`src/rtl/fpc_pkg.sv`:
```
package fpc_pkg;
  typedef enum logic [2:0] {
    ST_IDLE,
    ST_RD_A,
    ST_RD_B,
    ST_RD_FIN,
    ST_WR_RST
  } fpc_state_t;
endpackage

```
`src/rtl/fpc_bus_port.sv`:
```
module fpc_bus_port #(
  parameter int ADDR_W = 19,
  parameter int DATA_W = 8
) (
  input  logic              clk,
  input  logic              rst,
  input  logic              issue,
  input  logic              issue_we,
  input  logic [ADDR_W-1:0] issue_addr,
  input  logic [DATA_W-1:0] issue_wdata,
  output logic              xfer_done,
  output logic [DATA_W-1:0] xfer_rdata,
  output logic              bus_req,
  output logic              bus_we,
  output logic [ADDR_W-1:0] bus_addr,
  output logic [DATA_W-1:0] bus_wdata,
  input  logic              bus_ack,
  input  logic [DATA_W-1:0] bus_rdata
);
  always_ff @(posedge clk) begin
    if (rst) begin
      bus_req    <= 1'b0;
      bus_we     <= 1'b0;
      bus_addr   <= '0;
      bus_wdata  <= '0;
      xfer_done  <= 1'b0;
      xfer_rdata <= '0;
    end else begin
      xfer_done <= 1'b0;
      if (bus_req) begin
        if (bus_ack) begin
          bus_req    <= 1'b0;
          xfer_done  <= 1'b1;
          xfer_rdata <= bus_rdata;
        end
      end else if (issue) begin
        bus_req   <= 1'b1;
        bus_we    <= issue_we;
        bus_addr  <= issue_addr;
        bus_wdata <= issue_wdata;
      end
    end
  end
endmodule

```
`src/rtl/fpc_pair_wdog.sv`:
```
module fpc_pair_wdog #(
  parameter int WDOG_W = 16
) (
  input  logic              clk,
  input  logic              rst,
  input  logic              clr,
  input  logic              inc,
  input  logic [WDOG_W-1:0] limit,
  output logic              last_pair
);
  localparam logic [WDOG_W-1:0] CNT_MAX = {WDOG_W{1'b1}};

  logic [WDOG_W-1:0] pairs_q;

  always_ff @(posedge clk) begin
    if (rst || clr) begin
      pairs_q <= '0;
    end else if (inc && pairs_q != CNT_MAX) begin
      pairs_q <= pairs_q + 1'b1;
    end
  end

  // the pair now finishing is number pairs_q+1
  assign last_pair = ({1'b0, pairs_q} + 1'b1) >= {1'b0, limit};
endmodule

```
`src/rtl/flash_poll_ctrl.sv`:
```
module flash_poll_ctrl #(
  parameter int                ADDR_W    = 19,
  parameter int                DATA_W    = 8,
  parameter int                WDOG_W    = 16,
  parameter int                TOG_BIT   = 6,
  parameter int                ERR_BIT   = 5,
  parameter logic [DATA_W-1:0] RESET_CMD = 8'hF0
) (
  input  logic              clk,
  input  logic              rst,
  input  logic              start,
  input  logic [ADDR_W-1:0] poll_addr,
  input  logic [WDOG_W-1:0] max_pairs,
  output logic              busy,
  output logic              done,
  output logic              pass,
  output logic [DATA_W-1:0] result_data,
  output logic              bus_req,
  output logic              bus_we,
  output logic [ADDR_W-1:0] bus_addr,
  output logic [DATA_W-1:0] bus_wdata,
  input  logic              bus_ack,
  input  logic [DATA_W-1:0] bus_rdata
);
  import fpc_pkg::*;

  fpc_state_t        state_q;
  logic [ADDR_W-1:0] addr_q;
  logic [DATA_W-1:0] first_q;
  logic              confirm_q;
  logic              pending_q;
  logic              xfer_done;
  logic [DATA_W-1:0] xfer_rdata;
  logic              issue;
  logic              wd_clr;
  logic              wd_inc;
  logic              last_pair;
  logic              same_tog;

  assign issue    = (state_q != ST_IDLE) && !pending_q;
  assign same_tog = first_q[TOG_BIT] == xfer_rdata[TOG_BIT];
  assign wd_clr   = (state_q == ST_IDLE) && start;
  assign wd_inc   = (state_q == ST_RD_B) && xfer_done && !same_tog &&
                    !last_pair && !confirm_q;
  assign busy     = (state_q != ST_IDLE);

  fpc_bus_port #(.ADDR_W(ADDR_W), .DATA_W(DATA_W)) u_port (
    .clk        (clk),
    .rst        (rst),
    .issue      (issue),
    .issue_we   (state_q == ST_WR_RST),
    .issue_addr (addr_q),
    .issue_wdata(RESET_CMD),
    .xfer_done  (xfer_done),
    .xfer_rdata (xfer_rdata),
    .bus_req    (bus_req),
    .bus_we     (bus_we),
    .bus_addr   (bus_addr),
    .bus_wdata  (bus_wdata),
    .bus_ack    (bus_ack),
    .bus_rdata  (bus_rdata)
  );

  fpc_pair_wdog #(.WDOG_W(WDOG_W)) u_wdog (
    .clk      (clk),
    .rst      (rst),
    .clr      (wd_clr),
    .inc      (wd_inc),
    .limit    (max_pairs),
    .last_pair(last_pair)
  );

  always_ff @(posedge clk) begin
    if (rst) begin
      state_q     <= ST_IDLE;
      addr_q      <= '0;
      first_q     <= '0;
      confirm_q   <= 1'b0;
      pending_q   <= 1'b0;
      done        <= 1'b0;
      pass        <= 1'b0;
      result_data <= '0;
    end else begin
      done <= 1'b0;
      if (issue) pending_q <= 1'b1;
      else if (xfer_done) pending_q <= 1'b0;
      unique case (state_q)
        ST_IDLE: begin
          if (start) begin
            addr_q    <= poll_addr;
            confirm_q <= 1'b0;
            state_q   <= ST_RD_A;
          end
        end
        ST_RD_A: begin
          if (xfer_done) begin
            first_q <= xfer_rdata;
            state_q <= ST_RD_B;
          end
        end
        ST_RD_B: begin
          if (xfer_done) begin
            if (same_tog) begin
              state_q <= ST_RD_FIN;
            end else if (last_pair || confirm_q) begin
              state_q <= ST_WR_RST;
            end else begin
              confirm_q <= xfer_rdata[ERR_BIT];
              state_q   <= ST_RD_A;
            end
          end
        end
        ST_RD_FIN: begin
          if (xfer_done) begin
            result_data <= xfer_rdata;
            pass        <= 1'b1;
            done        <= 1'b1;
            state_q     <= ST_IDLE;
          end
        end
        ST_WR_RST: begin
          if (xfer_done) begin
            result_data <= '0;
            pass        <= 1'b0;
            done        <= 1'b1;
            state_q     <= ST_IDLE;
          end
        end
        default: state_q <= ST_IDLE;
      endcase
    end
  end
endmodule

```
`config.mk`:
```
export PLATFORM = sky130hd
export DESIGN_NAME = flash_poll_ctrl
export DESIGN_NICKNAME = d
export VERILOG_FILES = /design/src/rtl/fpc_pkg.sv /design/src/rtl/fpc_bus_port.sv /design/src/rtl/fpc_pair_wdog.sv /design/src/rtl/flash_poll_ctrl.sv
export SDC_FILE = /design/constraint.sdc
export NUM_CORES = 1
export LEC_CHECK = 0
export ABC_AREA = 1
export BUFFER_PORTS_ARGS = -buffer_cell sky130_fd_sc_hd__buf_2
export CAP_MARGIN = 20
export CORE_ASPECT_RATIO = 1.5
export CORE_MARGIN = 3
export CORE_UTILIZATION = 55
export CTS_BUF_LIST = sky130_fd_sc_hd__clkbuf_4
export DETAILED_ROUTE_END_ITERATION = 8
export GPL_TIMING_DRIVEN = 0
export HOLD_SLACK_MARGIN = 0.12
export PLACE_DENSITY = 0.81
export SLEW_MARGIN = 20
export SYNTH_ARGS = -nofsm -noshare
export SYNTH_HDL_FRONTEND = slang
export SYNTH_SLANG_ARGS = --single-unit
```
`constraint.sdc`:
```
create_clock -name clk -period 4.1 [get_ports clk]
set_input_delay 0.205 -clock clk [delete_from_list [all_inputs] [get_ports clk]]
set_output_delay 0.205 -clock clk [all_outputs]
set_load 0.01 [all_outputs]
```
# [After elaboration in Yosys (flattened, before gate mapping)]
# Index checks and enable logic that the tools add are counted.
[totals] latchBits=0 rom_bits=0 n_memories=0 register_bits=88 inputBits=47 wordCells=86 mem_bits_rw=0
[classes] order_cmp=1 mux=24 n_reduce_logical=28 n_mul=0 n_shift=0 n_bitwise=2 n_div=0 n_eq_ne=14 add_sub_neg=2
[ops] operator="2-to-1 mux 3 bit" n=6
[ops] operator="adder 16 x 1 -> 17 bit (second input constant)" n=1
[ops] operator="greater-or-equal comparator 17 x 16 -> 1 bit" n=1
[ops] operator="adder 16 x 1 -> 16 bit (second input constant)" n=1
[ops] operator="2-to-1 mux 8 bit" n=2
[ops] operator="inequality test 16 bit (second input constant)" n=1
[ops] operator="one-hot mux 8 bit (2 select lines)" n=1
[ops] operator="2-to-1 mux 1 bit" n=12
[ops] operator="one-hot mux 3 bit (4 select lines)" n=1
[ops] operator="inequality test 2 x 1 -> 1 bit (second input constant)" n=4
[ops] operator="inequality test 2 bit (second input constant)" n=4
[ops] operator="AND reduction 2 bit" n=4
[ops] operator="logical AND 1 bit" n=7
[ops] operator="equality test 3 x 2 -> 1 bit (second input constant)" n=2
[ops] operator="nonzero test 2 bit" n=3
[ops] operator="OR reduction 2 bit" n=3
[ops] operator="AND reduction 5 bit" n=1
[ops] operator="logical NOT 1 bit" n=4
[ops] operator="one-hot mux 1 bit (2 select lines)" n=2
[ops] operator="AND reduction 4 bit" n=1
[ops] operator="equality test 3 x 1 -> 1 bit (second input constant)" n=1
[ops] operator="equality test 3 bit (second input constant)" n=1
[ops] operator="logical NOT 3 bit" n=1
[ops] operator="AND reduction 3 bit" n=1
[ops] operator="4 further kinds" n=6

# [Logic depth before layout (Yosys ltp)]
[logic_depth] depth_word=7 depth_mapped=22 mapped_depth_nobuf=22

# [Cells and area by module]
# A second synthesis with hierarchy kept.
[hier_totals] hier_cells=651 hier_area_um2=4524.3
[modules_own_cells] module="fpc_bus_port" area_each_um2=1637.8 cells_each=221 n_inst=1
[modules_own_cells] module="fpc_pair_wdog" area_each_um2=1457.6 cells_each=231 n_inst=1
[modules_own_cells] module="flash_poll_ctrl" area_each_um2=1428.9 cells_each=199 n_inst=1

# [Least setup slack after synthesis]
# OpenSTA, ideal clock, no wires.
[synth_timing] kind="flip-flop to flip-flop" start="reg u_wdog.pairs_q[0]" end="reg u_wdog.pairs_q[13]" path_stages_with_launch=21 setup_slack_ns=1.488 n_path_buf=0 period_less_slack_ns=2.612 t_required_ns=3.983 arrival_ns=2.495 cell_sequence="dfxtp_1 -> nand4_1 -> or3_4 -> nor3_4 -> nand4_1 -> nand2_1 -> inv_2 -> ha_1 -> nand2_1 -> nor2_1 -> nand2_1 -> inv_1 -> o21ai_0 -> nand3_1 -> nand2_1 -> nand2_1 -> nand2_1 -> nand3_4 -> inv_1 -> o21ai_0 -> nor2_1"
[synth_via] elab_chain_cells=6
[synth_rtl] element="start: declaration" line_no="fpc_pair_wdog.sv:13" source="logic [WDOG_W-1:0] pairs_q;"
[synth_rtl] element="start signal: assignment" line_no="fpc_pair_wdog.sv:19" source="pairs_q <= pairs_q + 1'b1;"
[synth_rtl] element="adder 16 x 1 -> 17 bit" line_no="fpc_pair_wdog.sv:24" source="assign last_pair = ({1'b0, pairs_q} + 1'b1) >= {1'b0, limit};"
[synth_rtl] element="greater-or-equal comparator 17 x 16 -> 1 bit" line_no="fpc_pair_wdog.sv:24"
[synth_rtl] element="logical NOT 1 bit" line_no="flash_poll_ctrl.sv:44" source="!last_pair && !confirm_q;"
[synth_rtl] element="logical AND 1 bit" line_no="flash_poll_ctrl.sv:43" source="assign wd_inc = (state_q == ST_RD_B) && xfer_done && !same_tog &&"
[synth_rtl] element="logical AND 1 bit" line_no="flash_poll_ctrl.sv:44"
[synth_rtl] element="logical AND 1 bit" line_no="fpc_pair_wdog.sv:18" source="end else if (inc && pairs_q != CNT_MAX) begin"
# Parallel ways exist; a longest one is shown, timed or not.
# A chain may end at the register's enable or synchronous reset.

# [Worst setup path in the final report]
[layout_timing] start="reg u_wdog.pairs_q[0]" end="reg u_wdog.pairs_q[2]"
# The elaborated chain is that of the path after synthesis.

==> impl_metrics.py <==
metrics = {
    "global_routing": {
        "grt_max_degree": 14,
        "grt_pass1_wl_um": 15800,
        "grt_overflow": 0,
        "grt_pass1_vias": 3623,
        "antenna_found_initial": 0,
        "grt_util_all_layers_pct": 25.1,
    },
    "synth": {
        "syn-instance-count": 521,
        "synth_seq_area_share_pct": 42.5,
        "netlist_area_um2": 3860,
        "yosysWarningCount": 0,
        "synth_seq_cells": 82,
        "synth_area_leader_cell": "dfxtp_1",
        "synth_cell_types": 33,
        "synth_area_per_cell_um2": 7.41,
        "ys_top_cells_by_area": "dfxtp_1 (43%), nand2_1 (11%), a21oi_1 (9.2%), nand3_1 (8.6%), ha_1 (5.5%)",
        "netlist.area_leader.share_pct": 42.5,
    },
    "hold_path": {
        "hold_depth": 4,
        "holdPathEnd": "u_wdog.pairs_q[11]",
        "worstHoldStart": "start",
        "hold_path.class": "in -> reg",
    },
    "setup_path": {
        "reg2reg_depth": 20,
        "required_ps": 4420,
        "crit_path_start": "u_wdog.pairs_q[0]",
        "cp-start-kind": "flop",
        "r2r_end": "u_wdog.pairs_q[2]",
        "crit_fanout": 7,
        "rr_startpoint": "u_wdog.pairs_q[0]",
        "crit_path_end_kind": "flop",
        "worst-endpoint-arrival_ps": 3410,
        "critPathKind": "reg -> reg",
        "r2r_setup_slack_ps": 1010,
    },
    "routing": {
        "wl_met2_um": 5120,
        "wl_met1_um": 3880,
        "routed-wl-met3_um": 452,
        "via_per_inst": 5.30,
        "drc": 0,
        "drt_wl_total_um": 9680,
        "first_pass_iters": 5,
        "ant_nets": 0,
        "first_iter_violations": 247,
        "vias": 3839,
        "routedWlPerCell_um": 13.4,
        "highest_layer": "met4",
    },
    "sta": {
        "grt_setup_unrepaired": "false",
        "worstMarginPinSlew_ps": 598,
        "finClkSkew_ps": 18.8,
        "setup_viol": 0,
        "hold_viol": 0,
        "timing.final.ws_setup_ps": 1010,
        "period_share_pct": 75.3,
        "period_needed_ps": 3090,
        "setup_tns_ps": 0,
        "max_freq_mhz": 324,
        "drv_slew": 0,
        "maxSlewHeadroom_pct": 60.0,
    },
    "die": {
        "std_cell_rows": 36,
        "core-area_um2": 6670,
        "fp.dieArea_um2": 8080,
        "fp.dieW_um": 74.4,
        "ioPinCount": 87,
        "initial_core_util_pct": 57.9,
        "fp.dieH_um": 109,
    },
    "placement": {
        "dpl.hpwl_um": 6910,
        "dpl_worst_slack_ps": 1010,
        "io_buffers": 82,
        "place_congestion": 0.830,
    },
    "power_and_ir_drop": {
        "p_leak_nw": 2.25,
        "powerDensity_nw_per_um2": 443,
        "vdd_drop_max_uv": 400,
    },
    "clock_tree": {
        "cts_buffers": 9,
        "clock_latency_ps": 430,
        "cts-htree-levels": 3,
        "cts_buffer_depth": 2,
        "post_cts_buffers": 0,
        "postCtsResizedCells": 0,
        "cts_hold_buf": 28,
        "cts_root_buf": "clkbuf_4",
        "path_clk_slew_ps": 130,
        "cts_sinks": 82,
        "cts_tree": "done",
    },
    "cells_and_area": {
        "layout_commonest_cell": "nand2_1",
        "fill_cells": 545,
        "drive_gt1_share_pct": 18.5,
        "area_delta_synth_final_pct": 24.0,
        "final_cell_mix": "nand2_1 (113), buf_2 (86), dfxtp_1 (82)",
        "diodes": 0,
        "nNetsFinal": 709,
    },
    "run": {
        "cap_violations": 0,
    },
    "outcome": {
        "status": "finished clean",
    },
}
-- routing by layer --
metal	GRT usage (%)	up-vias
li1	-	1938
met1	26.7	1761
met2	45.5	118
met3	5.81	22
met4	11.7	0
met5	0	-
-- report_power, final --
group | internal (mW) | switching, mW
Clock | 0.189 | 0.272
Combinational | 0.240 | 0.456
Sequential | 0.897 | 0.0661
Total | 1.33 | 0.794
-- final cells by class --
type / count / area [um2] / area share (%)
Timing Repair Buffer: 110 / 691 / 14.4
Tap cell: 76 / 95.1 / 1.99
Inverter: 57 / 214 / 4.47
Clock buffer: 10 / 75.1 / 1.57
Clock inverter: 5 / 55.1 / 1.15
Sequential cell: 82 / 1640 / 34.3
Buffer: 29 / 155 / 3.24
Multi-Input combinational cell: 356 / 1860 / 38.9
-- synth_stat cells (all sizes together) --
| cell | number |
|---|---|
| clkbuf | 15 |
| nand4 | 6 |
| buf | 14 |
| dfxtp | 82 |
| o21ai | 18 |
| xnor2 | 2 |
| o22ai | 1 |
| nand2 | 114 |
| conb | 1 |
| a21o | 3 |
| nand3 | 67 |
| o21bai | 1 |
| inv | 55 |
| nand3b | 1 |
| nor3 | 5 |
| nor2 | 30 |
| ha | 17 |
| clkinv | 2 |
| a21oi | 72 |
| xor2 | 13 |
| a211oi | 1 |
| or3 | 1 |
-- worst max-delay path, cell delays in order, from the launching register on --
cell and delay (ps):
dfxtp_1 440, nand4_1 170, or3_4 400, nor3_4 210, nand4_1 110, nand2_1 100
inv_2 40, ha_1 280, nand2_1 50, nor2_1 150, nand2_1 100, inv_1 70
o21ai_0 80, nand3_1 90, nand2_1 50, nand2_1 60, nand2_1 120, nand3_4 110
inv_1 130, o21ai_0 180, nor2_1 50
-- logic make-up after synthesis --
family,count (synthesis),synth area share (%)
buffers and inverters,86,9.56
and+or+nand+nor,224,25.9
adders and majority gates,17,5.51
AOI/OAI and AO/OA,96,13.0
other,1,0.0971
xor gates and xnor gates,15,3.40
DFF,82,42.5
-- flip-flops by register name (all words and copies together) (netlist names) --
| name | cells |
|---|---|
| confirm_q | 1 |
| u_port.xfer_rdata | 8 |
| u_port.bus_req | 1 |
| first_q | 1 |
| pending_q | 1 |
| u_wdog.pairs_q | 16 |
| pass | 1 |
| u_port.xfer_done | 1 |
| result_data | 8 |
| state_q | 3 |
| u_port.bus_addr | 19 |
| u_port.bus_we | 1 |
| u_port.bus_wdata | 1 |
| done | 1 |
| addr_q | 19 |
-- worst max-delay path by stage --
stage / end / slack [ps] / depth (start not counted)
3_5_place_dp: u_wdog.pairs_q[2] / 1010 / 20
5_1_grt: u_wdog.pairs_q[2] / 650 / 20
2_1_floorplan: u_wdog.pairs_q[13] / 1490 / 20
4_1_cts: u_wdog.pairs_q[2] / 980 / 20
3_3_place_gp: u_wdog.pairs_q[13] / 1080 / 20
6_report: u_wdog.pairs_q[2] / 1010 / 20
-- per-stage QoR --
step | util [%] | total power, mW | cell area (um2) | instances | hold WS, ps
after floorplan | - | 1.43 | 3870 | 524 | 308
after detailed placement | 65.7 | 1.64 | 4380 | 682 | 399
after global placement | 65.7 | 1.62 | 4380 | 682 | 394
after CTS | 71.8 | 2.12 | 4790 | 725 | 220
final | 71.8 | 2.12 | 4790 | 725 | 252
after global routing | 71.8 | 2.25 | 4790 | 725 | 252
(Power assumes the default switching activity.)
